--- src/rtl/zol_pkg.sv ---
package zol_pkg;

    parameter int unsigned ZOL_XLEN   = 32;
    parameter int unsigned ZOL_ADDR_W = 32;
    parameter int unsigned ZOL_CNT_W  = 32;
    parameter int unsigned ZOL_NLOOPS = 2;
    parameter int unsigned ZOL_CSR_W  = 12;

    // bit that selects the loop inside the register window
    localparam int unsigned ZOL_SEL_BIT = 2;

    typedef logic [ZOL_ADDR_W-1:0] addr_t;
    typedef logic [ZOL_CNT_W-1:0]  cnt_t;

    typedef enum logic [1:0] {
        FLD_START = 2'd0,
        FLD_END   = 2'd1,
        FLD_COUNT = 2'd2,
        FLD_NONE  = 2'd3
    } fld_e;

    typedef struct packed {
        addr_t start_addr;
        addr_t end_addr;
        cnt_t  count;
    } loop_regs_t;

    typedef struct packed {
        logic start_we;
        logic end_we;
        logic count_we;
    } loop_wr_t;

    function automatic cnt_t cnt_step_down(input cnt_t c);
        return (c == '0) ? '0 : c - cnt_t'(1);
    endfunction

endpackage

--- src/rtl/zol_csr_dec.sv ---
module zol_csr_dec
    import zol_pkg::*;
#(
    parameter logic [ZOL_CSR_W-1:0] CSR_BASE = 12'h7B0
) (
    input  logic                 csr_we_i,
    input  logic [ZOL_CSR_W-1:0] csr_addr_i,
    output loop_wr_t             wr_o [ZOL_NLOOPS]
);

    logic in_window;
    logic sel;
    fld_e fld;

    assign in_window = (csr_addr_i[ZOL_CSR_W-1:ZOL_SEL_BIT+1]
                        == CSR_BASE[ZOL_CSR_W-1:ZOL_SEL_BIT+1]);
    assign sel       = csr_addr_i[ZOL_SEL_BIT];
    assign fld       = fld_e'(csr_addr_i[1:0]);

    for (genvar g = 0; g < ZOL_NLOOPS; g++) begin : g_loop_wr
        localparam logic MY_SEL = 1'(g);
        logic hit;
        assign hit = csr_we_i && in_window && (sel == MY_SEL);
        always_comb begin
            wr_o[g].start_we = hit && (fld == FLD_START);
            wr_o[g].end_we   = hit && (fld == FLD_END);
            wr_o[g].count_we = hit && (fld == FLD_COUNT);
        end
    end

endmodule

--- src/rtl/zol_regset.sv ---
module zol_regset
    import zol_pkg::*;
(
    input  logic                clk_i,
    input  logic                rst_ni,
    input  loop_wr_t            wr_i,
    input  logic [ZOL_XLEN-1:0] wdata_i,
    input  logic                step_i,
    output loop_regs_t          regs_o
);

    loop_regs_t regs_d, regs_q;

    always_comb begin
        regs_d = regs_q;
        if (wr_i.start_we) begin
            regs_d.start_addr = wdata_i[ZOL_ADDR_W-1:0];
        end
        if (wr_i.end_we) begin
            regs_d.end_addr = wdata_i[ZOL_ADDR_W-1:0];
        end
        // a software load of the count beats the hardware step
        if (wr_i.count_we) begin
            regs_d.count = wdata_i[ZOL_CNT_W-1:0];
        end else if (step_i) begin
            regs_d.count = cnt_step_down(regs_q.count);
        end
    end

    always_ff @(posedge clk_i or negedge rst_ni) begin
        if (!rst_ni) begin
            regs_q <= '0;
        end else begin
            regs_q <= regs_d;
        end
    end

    assign regs_o = regs_q;

    AST_COUNT_LOAD_WINS: assert property (@(posedge clk_i) disable iff (!rst_ni)
        wr_i.count_we |=> regs_q.count == $past(wdata_i[ZOL_CNT_W-1:0]));

    AST_COUNT_STEPS_ONE: assert property (@(posedge clk_i) disable iff (!rst_ni)
        (step_i && !wr_i.count_we && regs_q.count != '0)
        |=> regs_q.count == $past(regs_q.count) - cnt_t'(1));

    AST_COUNT_IDLE_HOLD: assert property (@(posedge clk_i) disable iff (!rst_ni)
        (!step_i && !wr_i.count_we) |=> $stable(regs_q.count));

endmodule

--- src/rtl/zol_arbiter.sv ---
module zol_arbiter
    import zol_pkg::*;
(
    input  addr_t      pc_i,
    input  logic       pc_valid_i,
    input  loop_regs_t regs_i [ZOL_NLOOPS],
    output logic       step_o [ZOL_NLOOPS],
    output logic       jump_o,
    output addr_t      jump_target_o
);

    logic hit0, hit1;
    logic more0, more1;
    logic take0, take1;

    always_comb begin
        hit0  = pc_valid_i && (pc_i == regs_i[0].end_addr);
        hit1  = pc_valid_i && (pc_i == regs_i[1].end_addr);
        more0 = regs_i[0].count > cnt_t'(1);
        more1 = regs_i[1].count > cnt_t'(1);

        // loop 0 has first claim on a shared end address
        take0 = hit0 && more0;
        // loop 1 steps unless loop 0 is still iterating on this address
        step_o[0] = hit0;
        step_o[1] = hit1 && !take0;
        take1     = step_o[1] && more1;

        jump_o = take0 || take1;
        if (take0) begin
            jump_target_o = regs_i[0].start_addr;
        end else if (take1) begin
            jump_target_o = regs_i[1].start_addr;
        end else begin
            jump_target_o = '0;
        end
    end

endmodule

--- src/rtl/zol_ctrl.sv ---
module zol_ctrl
    import zol_pkg::*;
#(
    parameter logic [ZOL_CSR_W-1:0] CSR_BASE = 12'h7B0
) (
    input  logic                  clk_i,
    input  logic                  rst_ni,
    input  logic [ZOL_ADDR_W-1:0] pc_i,
    input  logic                  pc_valid_i,
    input  logic                  csr_we_i,
    input  logic [ZOL_CSR_W-1:0]  csr_addr_i,
    input  logic [ZOL_XLEN-1:0]   csr_wdata_i,
    output logic                  jump_o,
    output logic [ZOL_ADDR_W-1:0] jump_target_o,
    output logic [ZOL_ADDR_W-1:0] loop0_start_o,
    output logic [ZOL_ADDR_W-1:0] loop0_end_o,
    output logic [ZOL_CNT_W-1:0]  loop0_count_o,
    output logic [ZOL_ADDR_W-1:0] loop1_start_o,
    output logic [ZOL_ADDR_W-1:0] loop1_end_o,
    output logic [ZOL_CNT_W-1:0]  loop1_count_o
);

    loop_wr_t   wr_s   [ZOL_NLOOPS];
    loop_regs_t regs_s [ZOL_NLOOPS];
    logic       step_s [ZOL_NLOOPS];

    zol_csr_dec #(
        .CSR_BASE (CSR_BASE)
    ) csr_dec_i (
        .csr_we_i   (csr_we_i),
        .csr_addr_i (csr_addr_i),
        .wr_o       (wr_s)
    );

    for (genvar g = 0; g < ZOL_NLOOPS; g++) begin : g_set
        zol_regset regset_i (
            .clk_i   (clk_i),
            .rst_ni  (rst_ni),
            .wr_i    (wr_s[g]),
            .wdata_i (csr_wdata_i),
            .step_i  (step_s[g]),
            .regs_o  (regs_s[g])
        );
    end

    zol_arbiter arbiter_i (
        .pc_i          (pc_i),
        .pc_valid_i    (pc_valid_i),
        .regs_i        (regs_s),
        .step_o        (step_s),
        .jump_o        (jump_o),
        .jump_target_o (jump_target_o)
    );

    assign loop0_start_o = regs_s[0].start_addr;
    assign loop0_end_o   = regs_s[0].end_addr;
    assign loop0_count_o = regs_s[0].count;
    assign loop1_start_o = regs_s[1].start_addr;
    assign loop1_end_o   = regs_s[1].end_addr;
    assign loop1_count_o = regs_s[1].count;

    AST_JUMP_NEEDS_VALID: assert property (@(posedge clk_i) disable iff (!rst_ni)
        jump_o |-> pc_valid_i);

    AST_JUMP_AT_END: assert property (@(posedge clk_i) disable iff (!rst_ni)
        jump_o |-> (pc_i == loop0_end_o || pc_i == loop1_end_o));

    AST_TARGET_IS_START: assert property (@(posedge clk_i) disable iff (!rst_ni)
        jump_o |-> (jump_target_o == loop0_start_o || jump_target_o == loop1_start_o));

    AST_NO_JUMP_SPENT: assert property (@(posedge clk_i) disable iff (!rst_ni)
        (pc_valid_i && pc_i == loop0_end_o && pc_i != loop1_end_o
         && loop0_count_o <= cnt_t'(1)) |-> !jump_o);

    AST_SHARED_LOOP0_FIRST: assert property (@(posedge clk_i) disable iff (!rst_ni)
        (pc_valid_i && pc_i == loop0_end_o && loop0_end_o == loop1_end_o
         && loop0_count_o > cnt_t'(1)) |-> (jump_o && jump_target_o == loop0_start_o));

    AST_SHARED_LOOP1_HOLD: assert property (@(posedge clk_i) disable iff (!rst_ni)
        (pc_valid_i && pc_i == loop0_end_o && loop0_end_o == loop1_end_o
         && loop0_count_o > cnt_t'(1) && !wr_s[1].count_we) |=> $stable(loop1_count_o));

    AST_SHARED_HANDOFF: assert property (@(posedge clk_i) disable iff (!rst_ni)
        (pc_valid_i && pc_i == loop0_end_o && loop0_end_o == loop1_end_o
         && loop0_count_o <= cnt_t'(1) && loop1_count_o > cnt_t'(1))
        |-> (jump_o && jump_target_o == loop1_start_o));

endmodule

--- config.mk ---
export PLATFORM = sky130hd
export DESIGN_NAME = zol_ctrl
export DESIGN_NICKNAME = d
export VERILOG_FILES = /design/src/rtl/zol_pkg.sv /design/src/rtl/zol_csr_dec.sv /design/src/rtl/zol_regset.sv /design/src/rtl/zol_arbiter.sv /design/src/rtl/zol_ctrl.sv
export SDC_FILE = /design/constraint.sdc
export NUM_CORES = 1
export LEC_CHECK = 0
export ABC_AREA = 1
export BUFFER_PORTS_ARGS = -buffer_cell sky130_fd_sc_hd__buf_2
export CORE_MARGIN = 4
export CORE_UTILIZATION = 37
export CTS_BUF_LIST = sky130_fd_sc_hd__clkbuf_4
export DETAILED_ROUTE_END_ITERATION = 6
export PLACE_DENSITY = 0.59
export SKIP_LAST_GASP = 1
export SLEW_MARGIN = 20
export SYNTH_ARGS = -nofsm -noshare
export SYNTH_HDL_FRONTEND = slang
export SYNTH_SLANG_ARGS = --single-unit
--- constraint.sdc ---
create_clock -name clk_i -period 2.4 [get_ports clk_i]
set_input_delay 0.6 -clock clk_i [delete_from_list [all_inputs] [get_ports clk_i]]
set_output_delay 0.6 -clock clk_i [all_outputs]
set_load 0.005 [all_outputs]
==> impl_metrics.csv <==
group,metric,value,unit
timing,max_freq,0.318,GHz
timing,final-setup-viol-count,33,
timing,min_period,3.14,ns
synthesis,netlist-cell-type-count,40,
worst_setup_path,reg2reg_slack,0.22,ns
clocking,cts.clk_slew.worst_paths,0.18,ns
timing,worst-slew-pin-transition,0.648,ns
run_status,status,"finished with violations",
route,drc,0,
run_status,violations,"setup timing",
route,drt-met1-wl,22000,um
layout,largest_reg_flops,192,
floorplanning,num_rows,64,
power_and_ir_drop,power_leakage,9.07,nW
layout,drive_gt1_frac,0.300,
worst_setup_path,crit_chain,"nor2_1 -> nand2_1 -> nor2_2 -> a21boi_1 -> nand2_2 -> nand3_4 -> buf_12 -> nand4_1 -> nand2_2 -> buf_2",
worst_setup_path,timing.critical_path.mode_cell,"nand2_2",
clocking,clkLatencyLatePin,0.62,ns
route,routed.top_layer,"met4",
synthesis,syn-cell-area,11700,um2
route,vias,13100,
synthesis,syn-num-nets,1774,
placement,globalplace.congestion,0.982,
synthesis,synthCells,1688,
power_and_ir_drop,peakVddDrop,0.309,mV
clocking,cts-root-buf,"clkbuf_4",
clocking,clk_path_buf_depth,2,
floorplanning,die_area,34700,um2
layout,area_growth,35.3,%
route,met2_length,23800,um
route,routed_via_density,5.05,
flow_run,cap_violations,0,
worst_setup_path,cp_max_fo,18,
placement,port-buffer-count,304,
worst_setup_path,worst_path_max_delay_cell,"dfrtp_1",
worst_setup_path,slowest_delay,0.42,ns
worst_setup_path,crit_path_end_kind,"output pin",
layout,ff_latch_area,4810,um2
placement,post-place-ws,-0.442,ns
worst_setup_path,cp_data_required_time,1.80,ns
layout,layout_commonest_cell,"nand2_1",
worst_setup_path,cp_num_buf_inv,2,
worst_setup_path,cpLargestDelayFamily,"simple AND/OR/NAND/NOR gates",
clocking,htree_levels,4,
placement,dpl.cell_count,2532,
route,ant_nets,0,
global_route,grt_pass1_wl,74300,um
global_route,grt_pass1_vias,12500,
layout,mostFrequentLayoutCells,"nand2_1, buf_2, buf_4",
clocking,cts_buffers,17,
timing,slew_viol_final,0,
global_route,antenna_found_initial,4,
floorplanning,die_w,186,um
synthesis,avgSynthCellArea,6.96,um2
floorplanning,start_util,0.380,
synthesis,synth_seq_cells,192,
floorplanning,die_y,186,um
floorplanning,design.core.area,30900,um2
route,dr.pass1.iters,6,
timing,finalCritPeriodShare,1.31,
layout,fillers,3157,
worst_setup_path,crit_type,"register to output pin",
global_route,grt.overflow.total,0,
layout,multi_input_area,6070,um2
timing,fin_ws,-0.741,ns
timing,hold_violations,0,
layout,fin_cells,2589,
timing,clock_skew,0.0287,ns
min_path,hp-class,"input pin to register",
worst_setup_path,critPathLaunchType,"register",
layout,layout.nets,2262,
clocking,cts.sinks,192,
placement,post-dp-hpwl,39100,um
route,wirelength,50600,um
timing,slew_headroom,0.567,
worst_setup_path,cp.arrival,2.54,ns
global_route,grt_usage,0.284,
global_route,grt_start_max_net_pins,65,
route,wl_per_cell,19.6,um
route,wl_met3,3510,um
synthesis,yosysSeqAreaShare,0.409,
clocking,cts_tree,"built",
power_and_ir_drop,powerDensity,366,nW/um2
layout,final_util,0.514,
route,first_iter_violations,1164,
floorplanning,io_pins,305,
timing,rsz0062_at_grt,"true",
synthesis,yosys_warnings,0,
metrics by stage:
stage / power, mW / instance area (um2) / hold slack (ns) / TNS [ns]
6_report: 5.81 / 15900 / 0.280 / -23.13
5_1_grt: 6.06 / 15900 / 0.260 / -28.65
4_1_cts: 5.87 / 15600 / 0.226 / -24.19
3_5_place_dp: 4.01 / 15200 / 0.503 / -17.34
3_3_place_gp: 4.00 / 15200 / 0.493 / -17.61
2_1_floorplan: 3.57 / 11700 / 0.304 / 0
kinds of logic after synthesis:
group / after synthesis / synth area share
xor gates and xnor gates: 66 / 0.0492
adders and majority gates: 6 / 0.00639
AOI/OAI and AO/OA: 215 / 0.0978
DFF: 192 / 0.409
buffers and inverters: 233 / 0.0837
and+or+nand+nor: 976 / 0.354
path summary, 6_finish.rpt:
| path | startpoint | end | cells past startpoint |
|---|---|---|---|
| worst max-delay path | g_set[0].regset_i.regs_o[11] | jump_target_o[17] | 10 |
| worst min-delay path | csr_wdata_i[23] | g_set[1].regset_i.regs_o[23] | 5 |
| worst max register to register | g_set[1].regset_i.regs_o[0] | g_set[1].regset_i.regs_o[28] | 13 |
| worst min register to register | g_set[1].regset_i.regs_o[36] | g_set[1].regset_i.regs_o[36] | 2 |
| max in group asynchronous | rst_ni | g_set[1].regset_i.regs_o[29] | 3 |
| min in group asynchronous | rst_ni | g_set[1].regset_i.regs_o[33] | 2 |
worst min-delay path, cell delays in order:
cell and delay, ns:
buf_2 0.08, nand2_1 0.05, nand2_1 0.06, nand2_1 0.04
nand2_1 0.05
timing repair:
| action | 4_1_cts | 5_1_grt |
|---|---|---|
| endpoints found under the setup margin | 33 | 41 |
| setup buffers | 4 | 9 |
| hold buffers | 1 | 0 |
| pin swaps | 2 | 22 |
| gates cloned | 2 | 5 |
| endpoints found under the hold margin | 45 | 0 |
| gates resized for setup | 10 | 44 |
cell usage after synthesis:
cell type  count  area share
clkinv_1       1     0.00032
inv_1        165       0.053
nor3b_1        1     0.00064
buf_12         2      0.0034
and3_1         2      0.0011
o21ai_0      167       0.071
nand3_4        1      0.0015
nand3_2       25       0.021
nor3_1         5      0.0021
buf_6          3      0.0029
nor2_1       168       0.054
o22ai_1       40       0.021
o21ai_2        1     0.00075
o211ai_1       1     0.00064
a21boi_1       1     0.00064
and2_1         2      0.0011
or2_2          3      0.0016
o21ai_1        1     0.00043
ha_1           6      0.0064
nor2_4         4      0.0038
clkbuf_4       2      0.0013
nor2_2         7      0.0037
dfrtp_1      192        0.41
nand4_1       54       0.029
inv_2          7      0.0022
nor4_1         2      0.0011
o21bai_1       1     0.00064
o221ai_1       1     0.00075
a21oi_2        1     0.00075
nand2_1      636        0.20
nand2_2        5      0.0027
xnor2_1       26       0.019
o2111ai_1      1     0.00075
nand3_1       56       0.024
buf_2         16      0.0068
nand2_4        1     0.00096
xor2_1        40       0.030
buf_4          7      0.0045
nand3b_1       4      0.0026
clkbuf_1      30      0.0096
area by class of cell:
class / instances / area share
Clock inverter: 15 / 0.00937
Timing Repair Buffer: 529 / 0.224
Multi-Input combinational cell: 1263 / 0.382
Sequential cell: 192 / 0.303
Tap cell: 396 / 0.0312
Antenna cell: 4 / 0.000630
Inverter: 173 / 0.0414
Clock buffer: 17 / 0.00803
routing by layer:
metal | GRT usage | vias up
met5 | 0 | -
met4 | 0.0691 | 0
met1 | 0.387 | 6116
li1 | - | 6353
met2 | 0.472 | 524
met3 | 0.0488 | 77
report_power, final:
group          internal, mW  switching (mW)
clock network         0.547            1.30
logic                 0.244           0.440
registers              3.26          0.0185
total                  4.05            1.76
(Power assumes the default switching activity.)
